<file path="src/rtl/cpwm_pkg.sv">
package cpwm_pkg;

    localparam int ADDR_W = 3;

    typedef enum logic [1:0] {
        ST_WAIT_ARM  = 2'd0,
        ST_RISE_HALF = 2'd1,
        ST_FALL_HALF = 2'd2
    } run_state_t;

    localparam logic [ADDR_W-1:0] REG_HALF_PERIOD = 3'd0;
    localparam logic [ADDR_W-1:0] REG_DEAD        = 3'd1;
    localparam logic [ADDR_W-1:0] REG_MIN_PULSE   = 3'd2;
    localparam logic [ADDR_W-1:0] REG_SYNC_WIDTH  = 3'd3;
    localparam logic [ADDR_W-1:0] REG_DUTY_BASE   = 3'd4;
    localparam logic [ADDR_W-1:0] REG_MODE        = 3'd7;

endpackage

</file>
<file path="src/rtl/cpwm_regs.sv">
module cpwm_regs
    import cpwm_pkg::*;
#(
    parameter int CNT_W  = 16,
    parameter int DT_W   = 10,
    parameter int SW_W   = 8,
    parameter int PHASES = 3,
    parameter int SW_RST = 39
) (
    input  logic                          clk,
    input  logic                          rst_n,
    input  logic                          wr_en,
    input  logic [ADDR_W-1:0]             wr_addr,
    input  logic [CNT_W-1:0]              wr_data,
    input  logic                          halt_req,
    output logic [CNT_W-1:0]              prog_period,
    output logic [DT_W-1:0]               prog_dead,
    output logic [CNT_W-1:0]              prog_minp,
    output logic [SW_W-1:0]               prog_syncw,
    output logic [PHASES-1:0][CNT_W-1:0]  prog_duty,
    output logic                          prog_double,
    output logic                          armed
);

    logic              period_seen;
    logic [PHASES-1:0] duty_seen;

    // configuration storage
    always_ff @(posedge clk or negedge rst_n) begin
        if (!rst_n) begin
            prog_period <= '0;
            prog_dead   <= '0;
            prog_minp   <= '0;
            prog_syncw  <= SW_W'(SW_RST);
            prog_duty   <= '0;
            prog_double <= 1'b0;
        end else if (wr_en) begin
            if (wr_addr == REG_HALF_PERIOD) prog_period <= wr_data;
            if (wr_addr == REG_DEAD)        prog_dead   <= wr_data[DT_W-1:0];
            if (wr_addr == REG_MIN_PULSE)   prog_minp   <= wr_data;
            if (wr_addr == REG_SYNC_WIDTH)  prog_syncw  <= wr_data[SW_W-1:0];
            if (wr_addr == REG_MODE)        prog_double <= wr_data[0];
            for (int i = 0; i < PHASES; i++) begin
                if (wr_addr == ADDR_W'(REG_DUTY_BASE + ADDR_W'(i)))
                    prog_duty[i] <= wr_data;
            end
        end
    end

    // arming flags: half-period plus every duty since reset or halt
    always_ff @(posedge clk or negedge rst_n) begin
        if (!rst_n) begin
            period_seen <= 1'b0;
            duty_seen   <= '0;
        end else if (halt_req) begin
            period_seen <= 1'b0;
            duty_seen   <= '0;
        end else if (wr_en) begin
            if (wr_addr == REG_HALF_PERIOD) period_seen <= 1'b1;
            for (int i = 0; i < PHASES; i++) begin
                if (wr_addr == ADDR_W'(REG_DUTY_BASE + ADDR_W'(i)))
                    duty_seen[i] <= 1'b1;
            end
        end
    end

    assign armed = period_seen & (&duty_seen);

endmodule

</file>
<file path="src/rtl/cpwm_width_calc.sv">
module cpwm_width_calc #(
    parameter int CNT_W = 16,
    parameter int DT_W  = 10
) (
    input  logic [CNT_W-1:0] half_period,
    input  logic [CNT_W-1:0] duty,
    input  logic [CNT_W-1:0] min_pulse,
    input  logic [DT_W-1:0]  dead,
    output logic [CNT_W-1:0] hi_width,
    output logic [CNT_W-1:0] lo_width
);

    localparam int WW = CNT_W + 2;

    logic signed [WW-1:0] p_s, d_s, t_s, m_s;
    logic signed [WW-1:0] hi_raw, lo_raw, hi_clip, lo_clip;

    always_comb begin
        p_s = $signed({2'b00, half_period});
        d_s = $signed({2'b00, duty});
        m_s = $signed({2'b00, min_pulse});
        t_s = $signed({{(WW-DT_W){1'b0}}, dead});

        hi_raw = d_s - t_s;
        lo_raw = p_s - d_s - t_s;

        if (hi_raw < 0)        hi_clip = '0;
        else if (hi_raw > p_s) hi_clip = p_s;
        else                   hi_clip = hi_raw;

        if (lo_raw < 0)        lo_clip = '0;
        else                   lo_clip = lo_raw;

        if (hi_clip < m_s) begin
            hi_width = '0;
            lo_width = half_period;
        end else if (lo_clip < m_s) begin
            hi_width = half_period;
            lo_width = '0;
        end else begin
            hi_width = hi_clip[CNT_W-1:0];
            lo_width = lo_clip[CNT_W-1:0];
        end
    end

endmodule

</file>
<file path="src/rtl/cpwm_sync_gen.sv">
module cpwm_sync_gen #(
    parameter int SW_W = 8
) (
    input  logic            clk,
    input  logic            rst_n,
    input  logic            halt,
    input  logic            fire,
    input  logic [SW_W-1:0] width,
    output logic            pulse,
    output logic            strobe
);

    logic [SW_W-1:0] remain;

    always_ff @(posedge clk or negedge rst_n) begin
        if (!rst_n) begin
            pulse  <= 1'b0;
            strobe <= 1'b0;
            remain <= '0;
        end else if (halt) begin
            pulse  <= 1'b0;
            strobe <= 1'b0;
            remain <= '0;
        end else if (fire) begin
            pulse  <= 1'b1;
            strobe <= 1'b1;
            remain <= width;
        end else begin
            strobe <= 1'b0;
            if (pulse) begin
                if (remain == '0) pulse  <= 1'b0;
                else              remain <= remain - SW_W'(1);
            end
        end
    end

endmodule

</file>
<file path="src/rtl/cpwm_core.sv">
module cpwm_core
    import cpwm_pkg::*;
#(
    parameter int CNT_W  = 16,
    parameter int DT_W   = 10,
    parameter int SW_W   = 8,
    parameter int PHASES = 3,
    parameter int SW_RST = 39
) (
    input  logic              clk,
    input  logic              rst_n,
    input  logic              wr_en,
    input  logic [2:0]        wr_addr,
    input  logic [CNT_W-1:0]  wr_data,
    input  logic              halt_req,
    output logic [PHASES-1:0] phase_hi,
    output logic [PHASES-1:0] phase_lo,
    output logic              sync_pulse,
    output logic              sync_irq,
    output logic              second_half
);

    localparam logic [CNT_W-1:0] ONE      = CNT_W'(1);
    localparam logic [CNT_W-1:0] MIN_HALF = CNT_W'(2);

    logic [CNT_W-1:0]             prog_period, prog_minp;
    logic [DT_W-1:0]              prog_dead;
    logic [SW_W-1:0]              prog_syncw;
    logic [PHASES-1:0][CNT_W-1:0] prog_duty;
    logic                         prog_double, armed;

    logic [CNT_W-1:0]             eff_period;
    logic [PHASES-1:0][CNT_W-1:0] calc_hi, calc_lo;

    run_state_t                   state, state_nx;
    logic [CNT_W-1:0]             cnt, cnt_nx;
    logic [CNT_W-1:0]             act_period;
    logic [PHASES-1:0][CNT_W-1:0] act_hi, act_lo;
    logic                         act_double;
    logic                         latch_full, latch_mid, sync_fire;

    cpwm_regs #(
        .CNT_W (CNT_W),
        .DT_W  (DT_W),
        .SW_W  (SW_W),
        .PHASES(PHASES),
        .SW_RST(SW_RST)
    ) u_regs (
        .clk        (clk),
        .rst_n      (rst_n),
        .wr_en      (wr_en),
        .wr_addr    (wr_addr),
        .wr_data    (wr_data),
        .halt_req   (halt_req),
        .prog_period(prog_period),
        .prog_dead  (prog_dead),
        .prog_minp  (prog_minp),
        .prog_syncw (prog_syncw),
        .prog_duty  (prog_duty),
        .prog_double(prog_double),
        .armed      (armed)
    );

    assign eff_period = (prog_period < MIN_HALF) ? MIN_HALF : prog_period;

    // per-phase width computation from the programmed values
    for (genvar g = 0; g < PHASES; g++) begin : g_phase
        cpwm_width_calc #(
            .CNT_W(CNT_W),
            .DT_W (DT_W)
        ) u_calc (
            .half_period(eff_period),
            .duty       (prog_duty[g]),
            .min_pulse  (prog_minp),
            .dead       (prog_dead),
            .hi_width   (calc_hi[g]),
            .lo_width   (calc_lo[g])
        );
    end

    // next-state and counter decisions
    always_comb begin
        state_nx   = state;
        cnt_nx     = cnt;
        latch_full = 1'b0;
        latch_mid  = 1'b0;
        unique case (state)
            ST_WAIT_ARM: begin
                if (armed) begin
                    state_nx   = ST_RISE_HALF;
                    cnt_nx     = '0;
                    latch_full = 1'b1;
                end
            end
            ST_RISE_HALF: begin
                if (cnt == act_period - ONE) begin
                    state_nx  = ST_FALL_HALF;
                    latch_mid = act_double;
                    cnt_nx    = (act_double ? eff_period : act_period) - ONE;
                end else begin
                    cnt_nx = cnt + ONE;
                end
            end
            ST_FALL_HALF: begin
                if (cnt == '0) begin
                    state_nx   = ST_RISE_HALF;
                    cnt_nx     = '0;
                    latch_full = 1'b1;
                end else begin
                    cnt_nx = cnt - ONE;
                end
            end
            default: state_nx = ST_WAIT_ARM;
        endcase
    end

    // state register
    always_ff @(posedge clk or negedge rst_n) begin
        if (!rst_n)        state <= ST_WAIT_ARM;
        else if (halt_req) state <= ST_WAIT_ARM;
        else               state <= state_nx;
    end

    // counter and working shadows
    always_ff @(posedge clk or negedge rst_n) begin
        if (!rst_n) begin
            cnt        <= '0;
            act_period <= MIN_HALF;
            act_hi     <= '0;
            act_lo     <= '0;
            act_double <= 1'b0;
        end else if (halt_req) begin
            cnt <= '0;
        end else begin
            cnt <= cnt_nx;
            if (latch_full || latch_mid) begin
                act_period <= eff_period;
                act_hi     <= calc_hi;
                act_lo     <= calc_lo;
            end
            if (latch_full) act_double <= prog_double;
        end
    end

    assign sync_fire = (latch_full | latch_mid) & ~halt_req;

    cpwm_sync_gen #(
        .SW_W(SW_W)
    ) u_sync (
        .clk   (clk),
        .rst_n (rst_n),
        .halt  (halt_req),
        .fire  (sync_fire),
        .width (prog_syncw),
        .pulse (sync_pulse),
        .strobe(sync_irq)
    );

    // outputs
    always_comb begin
        phase_hi    = '0;
        phase_lo    = '0;
        second_half = 1'b0;
        unique case (state)
            ST_WAIT_ARM: begin
                second_half = 1'b0;
            end
            ST_RISE_HALF, ST_FALL_HALF: begin
                for (int i = 0; i < PHASES; i++) begin
                    phase_hi[i] = ({1'b0, cnt} + {1'b0, act_hi[i]}) >= {1'b0, act_period};
                    phase_lo[i] = cnt < act_lo[i];
                end
                second_half = (state == ST_FALL_HALF);
            end
            default: second_half = 1'b0;
        endcase
    end

endmodule

</file>
<file path="config.mk">
export PLATFORM = sky130hd
export DESIGN_NAME = cpwm_core
export DESIGN_NICKNAME = d
export VERILOG_FILES = /design/src/rtl/cpwm_pkg.sv /design/src/rtl/cpwm_regs.sv /design/src/rtl/cpwm_width_calc.sv /design/src/rtl/cpwm_sync_gen.sv /design/src/rtl/cpwm_core.sv
export SDC_FILE = /design/constraint.sdc
export NUM_CORES = 1
export LEC_CHECK = 0
export ABC_CLOCK_PERIOD_IN_PS = 8800
export BUFFER_PORTS_ARGS = -buffer_cell sky130_fd_sc_hd__buf_4
export CAP_MARGIN = 10
export CORE_UTILIZATION = 45
export CTS_BUF_LIST = sky130_fd_sc_hd__clkbuf_16
export CTS_CLUSTER_DIAMETER = 120
export DETAILED_ROUTE_END_ITERATION = 7
export PLACE_DENSITY_LB_ADDON = 0.3
export SLEW_MARGIN = 25
export SYNTH_ARGS = -nofsm -noshare
export SYNTH_HDL_FRONTEND = slang
export SYNTH_SLANG_ARGS = --single-unit
export TNS_END_PERCENT = 1
</file>
<file path="constraint.sdc">
create_clock -name clk -period 8.8 [get_ports clk]
set_clock_uncertainty 0.2 [all_clocks]
set_input_delay 0.88 -clock clk [delete_from_list [all_inputs] [get_ports clk]]
set_output_delay 0.88 -clock clk [all_outputs]
set_load 0.02 [all_outputs]
</file>
==> results by group <==
Run status
  – Outcome: finished, final reports clean

Drt
  – Post-Route WL: 91.2 mm
  – Residual DRC: 0
  – Pre-Repair DR Iteration Count: 6
  – Drt first-iter violations: around 2700
  – Via/cell ratio: roughly 6.1
  – ANT nets after route: 0
  – DR WL/cell: between 20 and 25 µm
  – Routed vias: 24100

Timing
  – Setup-failing EPs final: 0
  – Final hold violations: 0
  – Least-Margin Pin Slew: ~1 ns
  – Period utilization: roughly 95%
  – Final Max Tran Viols: 0
  – Slew headroom: roughly a third
  – TNS Setup: 0 ns
  – Peak Freq: between 100 and 150 MHz
  – Final min period: roughly 8.3 ns
  – RSZ-0062 raised after global routing: false

Synth
  – Synth unique cells: between 80 and 90
  – Number of synthesized flops with an enable pin: 0
  – Syn_nets: around 3600
  – Seq/Total Area, Yosys: 23.6%
  – Cell area after synthesis: ~0.026 mm²
  – FF+latch count, synth: 244
  – Post-synthesis cell count: between 3000 and 4000
  – Yosys warnings: 0
  – Top FF cell, synth: dfrtp_1
  – Asr flop ratio synth: 100%
  – Post-synthesis area per instance: around 8.1 µm²

Min path
  – Worst min path class: in -> async

Placed design
  – Port bufs: 31
  – Post-DP HPWL: about 69 mm
  – Gpl congestion: ~1.0

Global route
  – Global-route wire length before repair: around 140 mm
  – Vias in the first global route: roughly 22000
  – Initial antenna violation count: 1
  – Tot GR Track Use: a little under a third
  – Largest net degree at the start of global routing: about 160
  – Total congestion overflow: 0

CTS
  – # H-tree levels: 1
  – CTS tree: yes
  – Root Driver: clkbuf_16
  – Num CTS Buffers: 31
  – Clock Latency Late Sink: 0.60 ns
  – # clock sinks: approximately 240
  – Clock slew at reported path FFs: about 0.060 ns
  – Clk buf depth: 3

Run
  – MaxCap Viol Count: 0

Power
  – Pwr Total: around 11000 µW
  – Pwr per Cell Area: roughly 400 mW/mm²
  – Lkg Pwr: between 0.01 and 0.015 µW
  – Peak supply drop: about 0.00021 V

Floorplan
  – Die Span Y: 242 µm
  – Core area: around 0.057 mm²
  – Die width: ~240 µm
  – Row count: 87
  – Die area: roughly 0.059 mm²
  – Initial Util: a little under half
  – Ports: 32

Cells and area
  – Fillers: 5479
  – Share of layout cells above drive strength 1: under 10%
  – Fin nets: around 3600
  – Register Area: 0.00611 mm²
  – Area grow syn2layout: 8.77%
  – Area of the multi-input gates: approximately 0.018 mm²

Worst setup path
  – Crit start category: flip-flop
  – Largest stage delay, worst path: a little under 0.6 ns
  – CP Capture Type: flip-flop
  – Worst EP arrival: 8.65 ns
  – Max Fanout on Critical Path: 11
  – Data required, critical path: 9.11 ns
  – Crit path kind: reg -> reg
  – CP dominant cell by count: buf_4
  – Highest-delay cell along the critical path: a21o_1
==> Yosys cell counts, types with 36 or more instances <==
cell,instances,area [µm²]
a21o_1,93,698
a21oi_1,249,1250
clkbuf_1,105,394
dfrtp_1,239,5980
ha_1,397,4970
inv_1,231,867
mux2_2,44,495
mux2i_1,71,711
nand2_1,240,901
nand2b_1,36,225
nand3_1,63,315
nand4_1,37,231
nor2_1,306,1150
nor2b_1,61,382
nor3_1,94,470
o21a_1,43,323
o21ai_0,223,1120
xnor2_1,125,1090
xor2_1,59,517
==> cells by family (layout without fill, tap and decap cells) <==
kind of cell               after synthesis  count (layout)  share of synthesized area (%)
and+or+nand+nor                        995             995                           18.7
xor gates and xnor gates               186             186                           6.37
adders and majority gates              409             409                           20.1
buffers and inverters                  370             395                           5.60
AOI/OAI and AO/OA                      865             865                           20.9
other                                    0               1                              0
muxes                                  115             115                           4.66
DFF                                    244             244                           23.6
==> cell type report <==
| cell class | instances | area share, % |
|---|---|---|
| antenna | 1 | 0.00888 |
| clock buffer | 31 | 2.75 |
| clock inverter | 27 | 0.728 |
| inverter | 233 | 3.12 |
| multi-input combinational | 2570 | 65.3 |
| sequential | 244 | 21.7 |
| tap | 756 | 3.36 |
| timing repair buffer | 104 | 2.99 |
==> per-stage QoR <==
stage | setup slack (ns) | util, % | instances | area, µm² | hold WS (ns)
after detailed placement | 0.672 | 48.0 | 3904 | 27200 | 0.271
final | 0.458 | 49.8 | 3966 | 28200 | 0.0726
after CTS | 0.608 | 49.7 | 3962 | 28100 | 0.106
after global placement | 0.738 | 48.0 | 3904 | 27100 | 0.267
after floorplan | 1.48 | - | 3184 | 25900 | 0.244
after global routing | 0.0696 | 49.8 | 3965 | 28200 | 0.130
==> worst max-delay path: cells and delay by family, from the launching register on <==
kind / cells / cell delay [ns]
AOI/OAI and AO/OA: 9 / 2.33
adders and majority gates: 4 / 1.34
buffers and inverters: 6 / 1.09
DFF: 1 / 0.37
and+or+nand+nor: 11 / 2.92
==> final timing paths <==
kind / cells past startpoint / startpoint / slack [ns] / end
hold / removal: 1 / rst_n / 0.07 / u_sync.remain[1]
setup reg to reg: 30 / u_regs.prog_period[8] / 0.46 / act_lo[36]
setup / recovery: 30 / u_regs.prog_period[8] / 0.46 / act_lo[36]
hold reg to reg: 2 / act_lo[7] / 0.29 / act_lo[7]
max in group asynchronous: 2 / rst_n / 6.92 / cnt[9]
min in group clk: 2 / act_lo[7] / 0.29 / act_lo[7]
==> where the power goes <==
group          internal (µW)  switching [µW]  leakage [µW]
clock network            723             532      0.000516
registers               1460             287       0.00295
logic                   3090            5110        0.0101
==> cell usage in the layout, fill, tap and decap left out, types with 14 or more instances in the layout <==
| cell type | synthesis | final |
|---|---|---|
| a211oi_1 | 25 | 25 |
| a21o_1 | 93 | 93 |
| a21oi_1 | 249 | 248 |
| a22oi_1 | 23 | 23 |
| a31oi_1 | 31 | 31 |
| and2_1 | 14 | 14 |
| and3_1 | 20 | 20 |
| buf_4 | 4 | 98 |
| clkbuf_16 | 0 | 31 |
| dfrtp_1 | 239 | 239 |
| ha_1 | 397 | 397 |
| inv_1 | 231 | 240 |
| mux2_2 | 44 | 44 |
| mux2i_1 | 71 | 71 |
| nand2_1 | 240 | 240 |
| nand2b_1 | 36 | 36 |
| nand3_1 | 63 | 63 |
| nand4_1 | 37 | 37 |
| nor2_1 | 306 | 306 |
| nor2b_1 | 61 | 61 |
| nor3_1 | 94 | 91 |
| nor4_1 | 17 | 17 |
| o211ai_1 | 14 | 14 |
| o21a_1 | 43 | 43 |
| o21ai_0 | 223 | 223 |
| o21ai_1 | 23 | 22 |
| o21bai_1 | 16 | 16 |
| o31ai_1 | 24 | 24 |
| or3_1 | 14 | 14 |
| or3b_2 | 15 | 15 |
| or4_1 | 26 | 26 |
| xnor2_1 | 125 | 125 |
| xor2_1 | 59 | 59 |
==> repair_timing <==
action                                  4_1_cts  5_1_grt
hold buffers                                  0        0
setup buffers                                 0        3
resized for setup                             0        3
endpoints found under the setup margin        0        8
==> routing by layer <==
layer	part of all wire, %	routed length (µm)	track usage [%]
met1	44	40400	43.1
met2	42	38100	45.3
met4	5.4	4900	14.1
met3	8.6	7850	4.32
met5	0	0	0
==> flip-flops by register name, summed over array words and instances (netlist names), 8 cells and up <==
name	cells
u_regs.prog_duty	48
u_regs.prog_dead	10
act_hi	48
cnt	16
u_regs.prog_period	16
act_lo	48
u_regs.prog_syncw	8
u_sync.remain	8
u_regs.prog_minp	16
act_period	16
No activity file was read; power rests on OpenSTA's default activity.
